$ cat config.mk
export PLATFORM = sky130hd
export DESIGN_NAME = ipr_port_access
export DESIGN_NICKNAME = d
export VERILOG_FILES = /design/src/rtl/ipr_pkg.sv /design/src/rtl/ipr_gate.sv /design/src/rtl/ipr_seq.sv /design/src/rtl/ipr_decode.sv /design/src/rtl/ipr_rdmux.sv /design/src/rtl/ipr_port_access.sv
export SDC_FILE = /design/constraint.sdc
export NUM_CORES = 1
export LEC_CHECK = 0
export BUFFER_PORTS_ARGS = -buffer_cell sky130_fd_sc_hd__buf_2
export CAP_MARGIN = 30
export CORE_MARGIN = 1
export CORE_UTILIZATION = 40
export CTS_CLUSTER_DIAMETER = 60
export DETAILED_ROUTE_END_ITERATION = 6
export PLACE_DENSITY = 0.75
export SLEW_MARGIN = 0
export SYNTH_ARGS = -nofsm -noshare
export SYNTH_HDL_FRONTEND = slang
export SYNTH_SLANG_ARGS = --single-unit
export TNS_END_PERCENT = 10
$ cat constraint.sdc
create_clock -name clk -period 2.8 [get_ports clk]
set_input_delay 0.28 -clock clk [delete_from_list [all_inputs] [get_ports clk]]
set_output_delay 0.28 -clock clk [all_outputs]
set_load 0.01 [all_outputs]
$ cat src/rtl/ipr_pkg.sv
package ipr_pkg;
  typedef enum logic {
    PH_PTR  = 1'b0,
    PH_DATA = 1'b1
  } phase_e;
endpackage

$ cat src/rtl/ipr_gate.sv
module ipr_gate #(
  parameter bit SECOND = 1'b1
) (
  input  logic bus_rd,
  input  logic bus_wr,
  input  logic p2_enable,
  input  logic p2_io_mode,
  output logic acc_rd,
  output logic acc_wr,
  output logic blk_rd
);
  logic allow;

  generate
    if (SECOND) begin : g_second
      assign allow = p2_enable & ~p2_io_mode;
    end else begin : g_first
      logic unused_gate_in;
      assign unused_gate_in = p2_enable ^ p2_io_mode;
      assign allow = 1'b1;
    end
  endgenerate

  // read wins over a simultaneous write
  assign acc_rd = bus_rd & allow;
  assign acc_wr = bus_wr & ~bus_rd & allow;
  assign blk_rd = bus_rd & ~allow;
endmodule

$ cat src/rtl/ipr_seq.sv
module ipr_seq
  import ipr_pkg::*;
#(
  parameter int          DW      = 8,
  parameter int          PW      = 4,
  parameter logic [7:0]  C0_RST  = 8'h01,
  parameter int          RST_BIT = 0
) (
  input  logic          clk,
  input  logic          rst,
  input  logic          acc_rd,
  input  logic          acc_wr,
  input  logic [DW-1:0] wdata,
  output logic [PW-1:0] ptr,
  output phase_e        phase,
  output logic [DW-1:0] ctrl0
);
  logic in_rst;
  assign in_rst = ctrl0[RST_BIT];

  always_ff @(posedge clk) begin
    if (rst) begin
      ptr   <= '0;
      phase <= PH_PTR;
      ctrl0 <= DW'(C0_RST);
    end else if (acc_rd) begin
      phase <= PH_PTR;
    end else if (acc_wr) begin
      if (in_rst) begin
        ptr   <= '0;
        phase <= PH_PTR;
        ctrl0 <= wdata;
      end else if (phase == PH_PTR) begin
        ptr   <= wdata[PW-1:0];
        phase <= PH_DATA;
      end else begin
        phase <= PH_PTR;
        if (ptr == '0) ctrl0 <= wdata;
      end
    end
  end
endmodule

$ cat src/rtl/ipr_decode.sv
module ipr_decode #(
  parameter int              NREG    = 16,
  parameter int              PW      = 4,
  parameter logic [NREG-1:0] RO_MASK = 16'h1080
) (
  input  logic [PW-1:0]   ptr,
  output logic [NREG-1:0] onehot,
  output logic            writable
);
  generate
    for (genvar i = 0; i < NREG; i++) begin : g_dec
      assign onehot[i] = (ptr == PW'(i));
    end
  endgenerate

  assign writable = |(onehot & ~RO_MASK);
endmodule

$ cat src/rtl/ipr_rdmux.sv
module ipr_rdmux #(
  parameter int NREG = 16,
  parameter int DW   = 8,
  parameter int PW   = 4
) (
  input  logic [PW-1:0]          ptr,
  input  logic [DW-1:0]          ctrl0,
  input  logic [(NREG-1)*DW-1:0] bank,
  output logic [DW-1:0]          rdata
);
  logic [DW-1:0] slot [NREG];

  assign slot[0] = ctrl0;
  generate
    for (genvar i = 1; i < NREG; i++) begin : g_slot
      assign slot[i] = bank[(i-1)*DW +: DW];
    end
  endgenerate

  assign rdata = slot[ptr];
endmodule

$ cat src/rtl/ipr_port_access.sv
module ipr_port_access
  import ipr_pkg::*;
#(
  parameter int              NREG    = 16,
  parameter int              DW      = 8,
  parameter bit              SECOND  = 1'b1,
  parameter logic [7:0]      C0_RST  = 8'h01,
  parameter int              RST_BIT = 0,
  parameter logic [NREG-1:0] RO_MASK = 16'h1080,
  localparam int             PW      = $clog2(NREG),
  localparam int             BW      = (NREG-1)*DW
) (
  input  logic            clk,
  input  logic            rst,
  input  logic            bus_rd,
  input  logic            bus_wr,
  input  logic [DW-1:0]   bus_wdata,
  input  logic            p2_enable,
  input  logic            p2_io_mode,
  input  logic [BW-1:0]   bank_rdata,
  output logic [DW-1:0]   bus_rdata,
  output logic            rd_stb,
  output logic [NREG-1:0] rd_sel,
  output logic            wr_stb,
  output logic [NREG-1:0] wr_sel,
  output logic [DW-1:0]   wr_data,
  output logic [DW-1:0]   ctrl0,
  output logic [PW-1:0]   cur_ptr,
  output logic            data_phase
);
  logic            acc_rd, acc_wr, blk_rd;
  phase_e          phase;
  logic [NREG-1:0] onehot;
  logic            writable;
  logic [DW-1:0]   rdata_sel;
  logic            in_rst;

  ipr_gate #(.SECOND(SECOND)) gate_i (
    .bus_rd    (bus_rd),
    .bus_wr    (bus_wr),
    .p2_enable (p2_enable),
    .p2_io_mode(p2_io_mode),
    .acc_rd    (acc_rd),
    .acc_wr    (acc_wr),
    .blk_rd    (blk_rd)
  );

  ipr_seq #(.DW(DW), .PW(PW), .C0_RST(C0_RST), .RST_BIT(RST_BIT)) seq_i (
    .clk   (clk),
    .rst   (rst),
    .acc_rd(acc_rd),
    .acc_wr(acc_wr),
    .wdata (bus_wdata),
    .ptr   (cur_ptr),
    .phase (phase),
    .ctrl0 (ctrl0)
  );

  ipr_decode #(.NREG(NREG), .PW(PW), .RO_MASK(RO_MASK)) dec_i (
    .ptr     (cur_ptr),
    .onehot  (onehot),
    .writable(writable)
  );

  ipr_rdmux #(.NREG(NREG), .DW(DW), .PW(PW)) mux_i (
    .ptr  (cur_ptr),
    .ctrl0(ctrl0),
    .bank (bank_rdata),
    .rdata(rdata_sel)
  );

  assign in_rst     = ctrl0[RST_BIT];
  assign data_phase = (phase == PH_DATA);

  always_ff @(posedge clk) begin
    if (rst) begin
      bus_rdata <= '0;
      rd_stb    <= 1'b0;
      rd_sel    <= '0;
      wr_stb    <= 1'b0;
      wr_sel    <= '0;
      wr_data   <= '0;
    end else begin
      rd_stb <= 1'b0;
      rd_sel <= '0;
      wr_stb <= 1'b0;
      wr_sel <= '0;
      if (acc_rd) begin
        if (in_rst) begin
          bus_rdata <= ctrl0;
        end else begin
          bus_rdata <= rdata_sel;
          rd_stb    <= 1'b1;
          rd_sel    <= onehot;
        end
      end else if (blk_rd) begin
        bus_rdata <= '0;
      end
      if (acc_wr && !in_rst && data_phase && writable) begin
        wr_stb  <= 1'b1;
        wr_sel  <= onehot;
        wr_data <= bus_wdata;
      end
    end
  end
endmodule

==> summary.md, run 1 <==
| Metric | Value |
|---|---|
| Max-slew violations | 0 |
| Hold buffer count at CTS | 0 |
| CP endpoint | bus_rdata[3] |
| Final Util | 57.2% |
| RSZ-0062 raised after global routing | no |
| First-pass GRT wire length | ~16 mm |
| Post-Synthesis Cell Area | around 3200 um^2 |
| Post-CTS setup buffers | 0 |
| Count leader, synth | dfxtp_1 |
| Reg2reg start | seq_i.ptr[1] |
| DPL Wire Length | 7.94 mm |
| Antenna violations before repair | 0 |
| Rel. slew slack | a little under half |
| Post-synth top area cell | dfxtp_1 |
| Die area | roughly 8400 um^2 |
| Clock Tree Buf Depth | 2 |
| Non-filler cells, final | 630 |
| Share of cells above drive strength 1 | a little under half |
| Die Y-Extent | 91.9 um |
| Multi-input logic area | 1810 um^2 |
| Netlist cell types | 46 |
| Tmin final | between 2 and 2.5 ns |
| Area after DPL | 4240 um^2 |
| ANT nets after route | 0 |
| Period utilization | roughly three quarters |
| Crit end category | register |
| Post-synth EDFFs | 0 |
| DR DRC count | 0 |
| Arrival @ worst endpoint | about 2.3 ns |
| GRT Total Usage | 24.3% |
| Final setup fails | 0 |
| Synth warn | 0 |
| Final hold vios | 0 |
| Total congestion overflow | 0 |
| Routed WL | 10.2 mm |
| Clk_skew | approximately 0.0054 ns |
| # port buffers | 196 |
| Reg2reg path depth | 5 |
| Root Driver | clkbuf_8 |
| Filler instances | 722 |
| Setup TNS | 0 ns |
| Req. time, crit path | 2.99 ns |
| CP Launch Type | register |
| CTS tree | done |
| Pre-CTS setup slack | 0.653 ns |
| IO Count | 197 |
| RR Endpoint | bus_rdata[3] |
| Pwr dens | 427 nW/um^2 |
| Row cnt | 32 |
| Ys flop type | dfxtp_1 |
| GP Congestion | just under 0.9 |
| Most common library cells after synthesis | dfxtp_1, nor2_1, mux2i_1 |
| Hold Slack | 0.206 ns |
| CTS Buf Count | 9 |
| Synth top area cells | dfxtp_1, mux4_2, mux2i_1, nor2_1, nand3_1 |
| DRT iter0 DRCs | 204 |
| Via count | 3352 |
| Quantity of gates resized following cts | 0 |
| CP Max Fanout | 45 |
| Wire length per cell | between 15 and 20 um |
| Antenna Cells | 0 |
| Clk_lat worst skew | 0.34 ns |
| TritonCTS Sinks | 63 |
| DR pass1 iterations | 4 |
| Die W | roughly 90 um |
| Yosys reg bits | 63 |
| Power Total | 1.90 mW |
| Vias per inst | around 5.3 |
| Syn_area_per_cell | roughly 9.5 um^2 |
| Maxcap violations | 0 |
| CP Class | register to register |
| Mapped Cells | approximately 340 |
| Final instance area | around 4400 um^2 |
| Measured slew at the worst slew-check pin | 0.790 ns |
| Worst min path class | input pin to register |
| Seq/Total Area, Yosys | 39.0% |
| Max Clk Rate | between 400 and 500 MHz |
| Reg area | 1260 um^2 |
| Async set-reset flop share out of synthesis | 0% |
| Hold Crit Depth | 3 |
| Area Growth Syn to Fin | 37.5% |
| Initial core utilization | 41.6% |
| Clock transition at path regs | 0.07 ns |
| Area of the core | 7770 um^2 |
| H-tree levels | 3 |
| Setup WS post-layout | 0.653 ns |
| Reg2reg setup slack | 0.65 ns |
| Vias in the first global route | 3152 |
| Area fraction of the dominant cell type after synthesis | 39.0% |
| Outcome | finished clean |
| Max VDD drop | ~0.25 mV |
| P_leak | 1.94 nW |
| Total Nets Final | 658 |
| Placed cell count | roughly 620 |
| CP startpoint | seq_i.ptr[1] |
| Largest net degree at the start of global routing | 46 |
-- worst min path at each step --
stage,startpoint,to,slack (ns)
6_report,bus_wdata[0],seq_i.ctrl0[0],0.21
5_1_grt,bus_wdata[6],seq_i.ctrl0[6],0.21
2_1_floorplan,rst,rd_stb,0.38
4_1_cts,bus_wdata[0],seq_i.ctrl0[0],0.20
3_5_place_dp,wr_data[1],wr_data[1],0.47
3_3_place_gp,wr_data[5],wr_data[5],0.47
-- metal layers --
metal / vias up / wire length, um / GRT usage, %
met2: 173 / 5020 / 40.0
li1: 1623 / - / -
met3: 21 / 769 / 5.56
met1: 1535 / 4200 / 30.0
met4: 0 / 246 / 11.5
met5: - / 0 / 0
-- state kept, by name, summed over array words and instances (netlist names) --
| signal | count |
|---|---|
| seq_i.phase | 1 |
| wr_stb | 1 |
| seq_i.ctrl0 | 8 |
| wr_data | 8 |
| rd_sel | 16 |
| bus_rdata | 8 |
| rd_stb | 1 |
| seq_i.ptr | 4 |
| wr_sel | 16 |
-- cells in the final DEF, fill, tap and decap left out, types with 10 or more instances in the layout --
master / netlist / layout
nor2b_1: 13 / 13
nand2b_1: 10 / 10
nor2_1: 35 / 35
nand3_1: 24 / 24
mux4_2: 17 / 17
a21oi_1: 23 / 23
mux2i_1: 26 / 26
buf_2: 7 / 196
dfxtp_1: 63 / 62
nand2_1: 16 / 16
-- report_power, final --
part	switching (mW)	leakage, nW	internal, mW
registers	0.00769	0.509	0.901
clock network	0.350	0.103	0.458
logic	0.0763	1.33	0.107
-- cell families after synthesis --
family,count (synthesis),share of synthesized area [%]
AO/OA/AOI/OAI,79,16.1
multiplexers,46,20.9
flip-flops,63,39.0
buffers and inverters,31,5.03
AND/OR/NAND/NOR,119,18.8
other,1,0.116
-- final cells by class --
type | instances | share of cell area (%)
repair buffers | 202 | 23.1
well taps | 102 | 2.87
flip-flops and latches | 63 | 28.5
clock inverters | 5 | 1.27
inverters | 2 | 0.169
clock buffers | 10 | 3.35
multi-input cells | 246 | 40.8
-- worst max-delay path, stage by stage, from the launching register on --
cell	delay (ns)
dfxtp_4	0.78
buf_4	0.35
mux4_2	0.52
a2bb2oi_1	0.14
nand3_1	0.11
a211oi_1	0.07
No activity file was read; power rests on OpenSTA's default activity.
==> run 2, diff against run 1 <==
--- a/config.mk
+++ b/config.mk
@@ -5,13 +5,14 @@
 export SDC_FILE = /design/constraint.sdc
 export NUM_CORES = 1
 export LEC_CHECK = 0
+export ABC_AREA = 1
 export BUFFER_PORTS_ARGS = -buffer_cell sky130_fd_sc_hd__buf_2
 export CAP_MARGIN = 30
 export CORE_MARGIN = 1
 export CORE_UTILIZATION = 40
 export CTS_CLUSTER_DIAMETER = 60
 export DETAILED_ROUTE_END_ITERATION = 6
-export PLACE_DENSITY = 0.75
+export PLACE_DENSITY = 0.74
 export SLEW_MARGIN = 0
 export SYNTH_ARGS = -nofsm -noshare
 export SYNTH_HDL_FRONTEND = slang
==> constraint.sdc (replaced) <==
create_clock -name clk -period 2.2 [get_ports clk]
set_input_delay 0.22 -clock clk [delete_from_list [all_inputs] [get_ports clk]]
set_output_delay 0.22 -clock clk [all_outputs]
set_load 0.01 [all_outputs]
==> run 2 against run 1 <==
Effect of this change: synthesized cell count rose by 71%; sequential power rose by 28%; sequential share of layout area fell by 1.6 points; core utilization fell by 0.38 points; highest routed layer unchanged.
==> summary.md, run 2 <==
| Metric | Value |
|---|---|
| Vias per inst | 4.77 (-10%) |
| CP Max Fanout | 39 (-13%) |
| DR pass1 iterations | 5 (+1) |
| Max Clk Rate | 571 MHz (+23%) |
| DR DRC count | 0 (unchanged) |
| Ys flop type | dfxtp_1 |
| Max incr delay on CP | 0.44 ns (-0.34 ns) |
| Antenna Cells | 0 (unchanged) |
| Final instance area | 4690 um^2 (+5.6%) |
| Clock Tree Buf Depth | 2 (unchanged) |
| Via count | 4189 (+25%) |
| TritonCTS Sinks | 63 (unchanged) |
| Maxcap violations | 0 (unchanged) |
| Crit end category | register |
| Worst min path class | input pin to register |
| Hold buffer count at CTS | 0 (unchanged) |
| Area fraction of the dominant cell type after synthesis | 36.8% (-2.2 points) |
| Initial core utilization | 41.5% (-0.12 points) |
| Total congestion overflow | 0 (unchanged) |
| Quantity of gates resized following cts | 0 (unchanged) |
| Count leader, synth | nand2_1 |
| Most common cell after layout, fill and taps aside | nand2_1 |
| Syn_area_per_cell | 5.90 um^2 (-38%) |
| Met2 Usage GRT | 44.0% (+4.0 points) |
| Tmin final | 1.75 ns (-0.395 ns) |
| Area of the core | 8260 um^2 (+6.3%) |
| Clk_lat worst skew | 0.35 ns (about the same) |
| Worst path cell trace | inv_2 > buf_4 > nand2_1 > nand2_1 > nand2_1 > nand2_1 > nand2_1 > nand3_1 > o21bai_1 > a21oi_1 |
| Grt peak-use layer | met2 |
| IO Count | 197 (unchanged) |
| GP Congestion | 0.894 (+3.3%) |
| GRT Total Usage | 25.1% (+0.77 points) |
| Row cnt | 33 (+3.1%) |
| Area Growth Syn to Fin | 36.9% |
| Seq/Total Area, Yosys | 36.8% (-2.2 points) |
| Final hold vios | 0 (unchanged) |
| Largest family of logic cells by synthesized area | simple AND/OR/NAND/NOR gates |
| CP max-delay cell | inv_2 |
| Simple-gate share of the synthesized area | 47.0% (+28 points) |
| Synth warn | 0 (unchanged) |
| Share of cells above drive strength 1 | 32.1% (-14 points) |
| Compound-cell area share of the yosys netlist | 8.69% (-7.4 points) |
| Total Nets Final | 902 (+37%) |
| Outcome | finished clean |
| Mapped Cells | 581 (+71%) |
| Period utilization | 79.6% (+2.9 points) |
| Setup TNS | 0 ns (unchanged) |
| P_leak | 2.55 nW (+31%) |
| Yosys reg bits | 63 (unchanged) |
| Grt met1 use | 30.2% (+0.15 points) |
| CP dominant cell by count | nand2_1 |
| First-pass GRT wire length | 17.4 mm (+10%) |
| # port buffers | 196 (unchanged) |
| Synth Area in XOR/XNOR | 0% (unchanged) |
| CP Launch Type | register |
| Arrival @ worst endpoint | 2.03 ns (-0.31 ns) |
| DPL Wire Length | 8.88 mm (+12%) |
| H-tree levels | 3 (unchanged) |
| Wire length per cell | 12.7 um (-22%) |
| Max VDD drop | 0.274 mV (+10%) |
| CTS Buf Count | 9 (unchanged) |
| Netlist cell types | 23 (-50%) |
| Pwr dens | 545 nW/um^2 (+28%) |
| Post-synth top area cell | dfxtp_1 |
| RSZ-0062 raised after global routing | no |
| Max-slew violations | 0 (unchanged) |
| Largest registers | rd_sel: 16 flops, wr_sel: 16 flops |
| CTS tree | done |
| DRT iter0 DRCs | 194 (-4.9%) |
| Clock transition at path regs | 0.08 ns (about the same) |
| Hold Crit Depth | 3 (unchanged) |
| Post-synthesis mux area share | 0% (-21 points) |
| Antenna violations before repair | 0 (unchanged) |
| Reg2reg path depth | 10 (+5) |
| Synth top area cells | dfxtp_1, nand2_1, nor2_1, o21ai_0, nand3_1 |
| ANT nets after route | 0 (unchanged) |
| Post-Synthesis Cell Area | 3430 um^2 (+6.0%) |
| Rel. slew slack | 61.5% (+14 points) |
| Routed WL | 11.2 mm (+9.1%) |
| Vias in the first global route | 3787 (+20%) |
| Most frequent cells in the layout | nand2_1, buf_2, dfxtp_1, nor2_1, o21ai_0 |
| Die Y-Extent | 94.6 um (+2.9%) |
| Die W | 94.6 um (+2.9%) |
| Filler instances | 869 (+20%) |
| Post-synth EDFFs | 0 (unchanged) |
| Post-CTS setup buffers | 0 (unchanged) |
| Measured slew at the worst slew-check pin | 0.577 ns (-0.212 ns) |
| Async set-reset flop share out of synthesis | 0% (unchanged) |
| Largest net degree at the start of global routing | 61 (+33%) |
| Final Util | 56.8% (-0.38 points) |
| Area after DPL | 4470 um^2 (+5.4%) |
| Post-synthesis adder-cell area fraction | 0% (unchanged) |
| Reg2reg setup slack | 0.45 ns (-0.20 ns) |
| Most common library cells after synthesis | nand2_1, dfxtp_1, nor2_1 |
| Final setup fails | 0 (unchanged) |
| Clk_skew | 0.0123 ns (+0.00689 ns) |
| Die area | 8940 um^2 (+5.9%) |
| CP Class | register to register |
| Met3 usage | 7.09% (+1.5 points) |
| Req. time, crit path | 2.48 ns (-0.51 ns) |
| Root Driver | clkbuf_8 |
==> run 2: power by group <==
part	switching, mW	total, mW	internal, mW
Clock	0.486	1.14	0.651
Combinational	0.131	0.262	0.131
Sequential	0.00884	1.16	1.15
==> run 2: kinds of logic after synthesis <==
logic type,after synthesis
compound gates,55
simple gates,406
other cells,1
buf+inv,56
flops,63
==> run 2: layout make-up <==
type	instances	area, um^2	share of cell area [%]
clock buffers	9	124	2.64
clock inverters	7	100	2.13
inverters	26	97.6	2.08
multi-input cells	463	1920	40.8
flip-flops and latches	63	1260	26.9
well taps	105	131	2.80
repair buffers	205	1060	22.6
==> run 2: critical path: cells and delay by family (launching register included) <==
family,cells,cell delay (ns)
buf+inv,2,0.72
flops,1,0.37
simple gates,6,0.40
compound gates,2,0.18
==> run 2: through the flow <==
stage / power [mW] / std cells / setup WS (ns) / hold slack (ns)
finish: 2.56 / 878 / 0.449 / 0.121
floorplan: 1.29 / 582 / 0.728 / 0.350
CTS: 2.57 / 878 / 0.439 / 0.114
global route: 2.66 / 878 / 0.270 / 0.140
detailed placement: 1.45 / 862 / 0.457 / 0.456
global placement: 1.45 / 862 / 0.506 / 0.452
==> run 2: routing by layer <==
metal	share of wire [%]	wire, um	vias up
li1	-	-	2157
met1	43	4760	1849
met2	47	5290	166
met3	8.3	931	17
met4	1.7	191	0
met5	0	0	-
==> run 2: path summary, 6_finish.rpt <==
path,startpoint,end
worst min-delay path,bus_wdata[6],seq_i.ctrl0[6]
worst max-delay path,seq_i.ptr[0],bus_rdata[2]
worst max register to register,seq_i.ptr[0],bus_rdata[2]
worst min register to register,bus_rdata[4],bus_rdata[4]
==> run 3, diff against run 2 <==
--- a/config.mk
+++ b/config.mk
@@ -12,7 +12,7 @@
 export CORE_UTILIZATION = 40
 export CTS_CLUSTER_DIAMETER = 60
 export DETAILED_ROUTE_END_ITERATION = 6
-export PLACE_DENSITY = 0.74
+export PLACE_DENSITY = 0.77
 export SLEW_MARGIN = 0
 export SYNTH_ARGS = -nofsm -noshare
 export SYNTH_HDL_FRONTEND = slang
==> constraint.sdc (replaced) <==
create_clock -name clk -period 1.4 [get_ports clk]
set_input_delay 0.14 -clock clk [delete_from_list [all_inputs] [get_ports clk]]
set_output_delay 0.14 -clock clk [all_outputs]
set_load 0.01 [all_outputs]
==> run 3 against run 2 <==
Effect of this change: the flow now finishes with violations (negative setup slack); via count up 4.7%; sequential power up 56%; sequential cell count unchanged; final cell count up 2.7%.
==> summary.md, run 3 (synthesis gave the netlist of run 2 again) <==
| Metric | Value |
|---|---|
| Outcome | finished with violations |
| Failing checks | negative setup slack |
| Die Y-Extent | 94.6 um (unchanged) |
| CP max-delay cell | dfxtp_4 |
| RSZ-0062 raised after global routing | yes |
| Clk_skew | 0.00525 ns (-0.00703 ns) |
| Total Nets Final | 926 (+2.7%) |
| CP Launch Type | register |
| Reg power frac | 47.5% (+2.2 points) |
| Gate power share | 11.5% (+1.2 points) |
| Area Growth Syn to Fin | 46.9% |
| Routed WL | 11.9 mm (+6.4%) |
| Share of cells above drive strength 1 | 36.4% (+4.3 points) |
| Pwr dens | 759 nW/um^2 (+39%) |
| H-tree levels | 3 (unchanged) |
| Int Power | 2.84 mW (+47%) |
| Clock Tree Buf Depth | 2 (unchanged) |
| CTS tree | done |
| Worst path buffer plus inverter count | 2 (unchanged) |
| CP Max Fanout | 19 (-51%) |
| GP Congestion | 0.938 (+4.9%) |
| Clock transition at path regs | 0.07 ns (about the same) |
| DR DRC count | 0 (unchanged) |
| Vias per inst | 4.86 (+1.9%) |
| Setup TNS | -0.0483 ns (-0.0483 ns) |
| Most frequent cells in the layout | nand2_1, buf_2, dfxtp_1, nor2_1, buf_4 |
| Antenna violations before repair | 0 (unchanged) |
| Delay-heaviest family, CP | flip-flops |
| Pre-CTS setup slack | -0.0333 ns (-0.490 ns) |
| Via count | 4384 (+4.7%) |
| Most common cell after layout, fill and taps aside | nand2_1 |
| Final hold vios | 0 (unchanged) |
| CTS Buf Count | 9 (unchanged) |
| P_leak | 2.70 nW (+6.1%) |
| Period utilization | 102% (+22 points) |
| # port buffers | 196 (unchanged) |
| Largest registers | rd_sel: 16 flops, wr_sel: 16 flops |
| Non-filler cells, final | 902 (+2.7%) |
| Filler instances | 808 (-7.0%) |
| Reg2reg setup slack | -0.03 ns (-0.47 ns) |
| M1 wire length | 4.88 mm (+2.6%) |
| Setup WS post-layout | -0.0251 ns (-0.474 ns) |
| Initial core utilization | 41.5% (unchanged) |
| DPL Wire Length | 9.13 mm (+2.8%) |
| Wire length per cell | 13.2 um (+3.5%) |
| Met2 wire len | 5.81 mm (+9.9%) |
| Sw Share | 25.6% (+1.1 points) |
| Arrival @ worst endpoint | 1.64 ns (-0.39 ns) |
| Power Total | 3.82 mW (+49%) |
| Reg2reg path depth | 10 (unchanged) |
| DR pass1 iterations | 5 (unchanged) |
| First-pass GRT wire length | 18.1 mm (+3.8%) |
| Max incr delay on CP | 0.44 ns (about the same) |
| Worst path cell trace | inv_6 > clkbuf_16 > nand2_1 > nand2_1 > nand2_1 > nand3_1 > nand2_1 > nand2_1 > o21bai_1 > a21oi_1 |
| Metal3 WL | 1.05 mm (+12%) |
| Max-slew violations | 0 (unchanged) |
| Clk_lat worst skew | 0.34 ns (about the same) |
| Crit end category | register |
| Hold Crit Depth | 3 (unchanged) |
| Antenna Cells | 0 (unchanged) |
| TritonCTS Sinks | 63 (unchanged) |
| CP dominant cell by count | nand2_1 |
| Multi-input logic area | 1990 um^2 (+4.0%) |
| Reg area | 1270 um^2 (+0.69%) |
| Die area | 8940 um^2 (unchanged) |
| Tmin final | 1.43 ns (-0.326 ns) |
| Total congestion overflow | 0 (unchanged) |
| Row cnt | 33 (unchanged) |
| DRT iter0 DRCs | 211 (+8.8%) |
| Final Util | 61.0% (+4.1 points) |
| Vias in the first global route | 4041 (+6.7%) |
| Largest net degree at the start of global routing | 40 (-34%) |
| Top sig layer | met4 |
| Maxcap violations | 0 (unchanged) |
| Final setup fails | 4 (+4) |
| ANT nets after route | 0 (unchanged) |
| Root Driver | clkbuf_8 |
| Worst min path class | input pin to register |
| WP depth | 10 (unchanged) |
| GRT Total Usage | 26.2% (+1.1 points) |
| IO Count | 197 (unchanged) |
| Switching pwr | 976 uW (+56%) |
| Die W | 94.6 um (unchanged) |
| Placed cell count | 878 (+1.9%) |
| CP Class | register to register |
| Req. time, crit path | 1.62 ns (-0.86 ns) |
| Area of the core | 8260 um^2 (unchanged) |
| Clk pwr share | 41.0% (-3.5 points) |
| Max VDD drop | 0.601 mV (+120%) |
| Max Clk Rate | 702 MHz (+23%) |
-- run 3: cell types whose count changed in the layout (fill, tap and decap cells not counted), sizes merged, moves of 2 or more --
cell and change:
buf +21, clkbuf +2, clkinv +2, clkinvlp +2
inv -3
-- run 3: layout make-up --
| class | count | share of cell area, % |
|---|---|---|
| clock buffer | 9 | 2.46 |
| clock inverter | 7 | 1.44 |
| inverter | 26 | 2.19 |
| multi-input combinational | 464 | 39.6 |
| sequential | 63 | 25.2 |
| tap | 105 | 2.61 |
| timing repair buffer | 228 | 26.5 |
-- run 3: path summary, 6_finish.rpt --
path | startpoint | endpoint
min | bus_wdata[4] | wr_data[4]
min reg2reg | bus_rdata[2] | bus_rdata[2]
max reg2reg | seq_i.ptr[0] | bus_rdata[4]
max | seq_i.ptr[0] | bus_rdata[4]
-- run 3: what timing repair did --
action                                  CTS  global route
gates cloned                              0             3
resized for setup                         5            40
buffers inserted                          0             6
endpoints found under the setup margin   11            37
pin swaps                                 0             9
hold buffers                              0             0
-- run 3: per-stage QoR --
| step | hold slack (ns) | cell area [um^2] |
|---|---|---|
| 5_1_grt | 0.0839 | 5030 |
| 4_1_cts | 0.0366 | 4840 |
| 3_3_place_gp | 0.397 | 4630 |
| 2_1_floorplan | 0.270 | 3440 |
| 6_report | 0.0604 | 5030 |
| 3_5_place_dp | 0.397 | 4630 |
-- run 3: power by group through the flow --
stage | logic, mW | registers (mW) | clock network (mW)
finish | 0.440 | 1.81 | 1.57
global route | 0.492 | 1.81 | 1.68
CTS | 0.422 | 1.82 | 1.58
detailed placement | 0.420 | 1.86 | 0
global placement | 0.416 | 1.86 | 0
floorplan | 0.157 | 1.86 | 0
-- run 3: worst reg2reg max path, delay by kind of cell, from the launching register on --
kind	cells	cell delay, ns
flops	1	0.44
compound gates	2	0.21
buf+inv	2	0.25
simple gates	6	0.39
-- run 3: routing by layer --
layer	up-vias	global-route usage, %
met5	-	0
met4	0	6.44
met3	18	7.17
met2	197	47.5
met1	1957	30.3
li1	2212	-
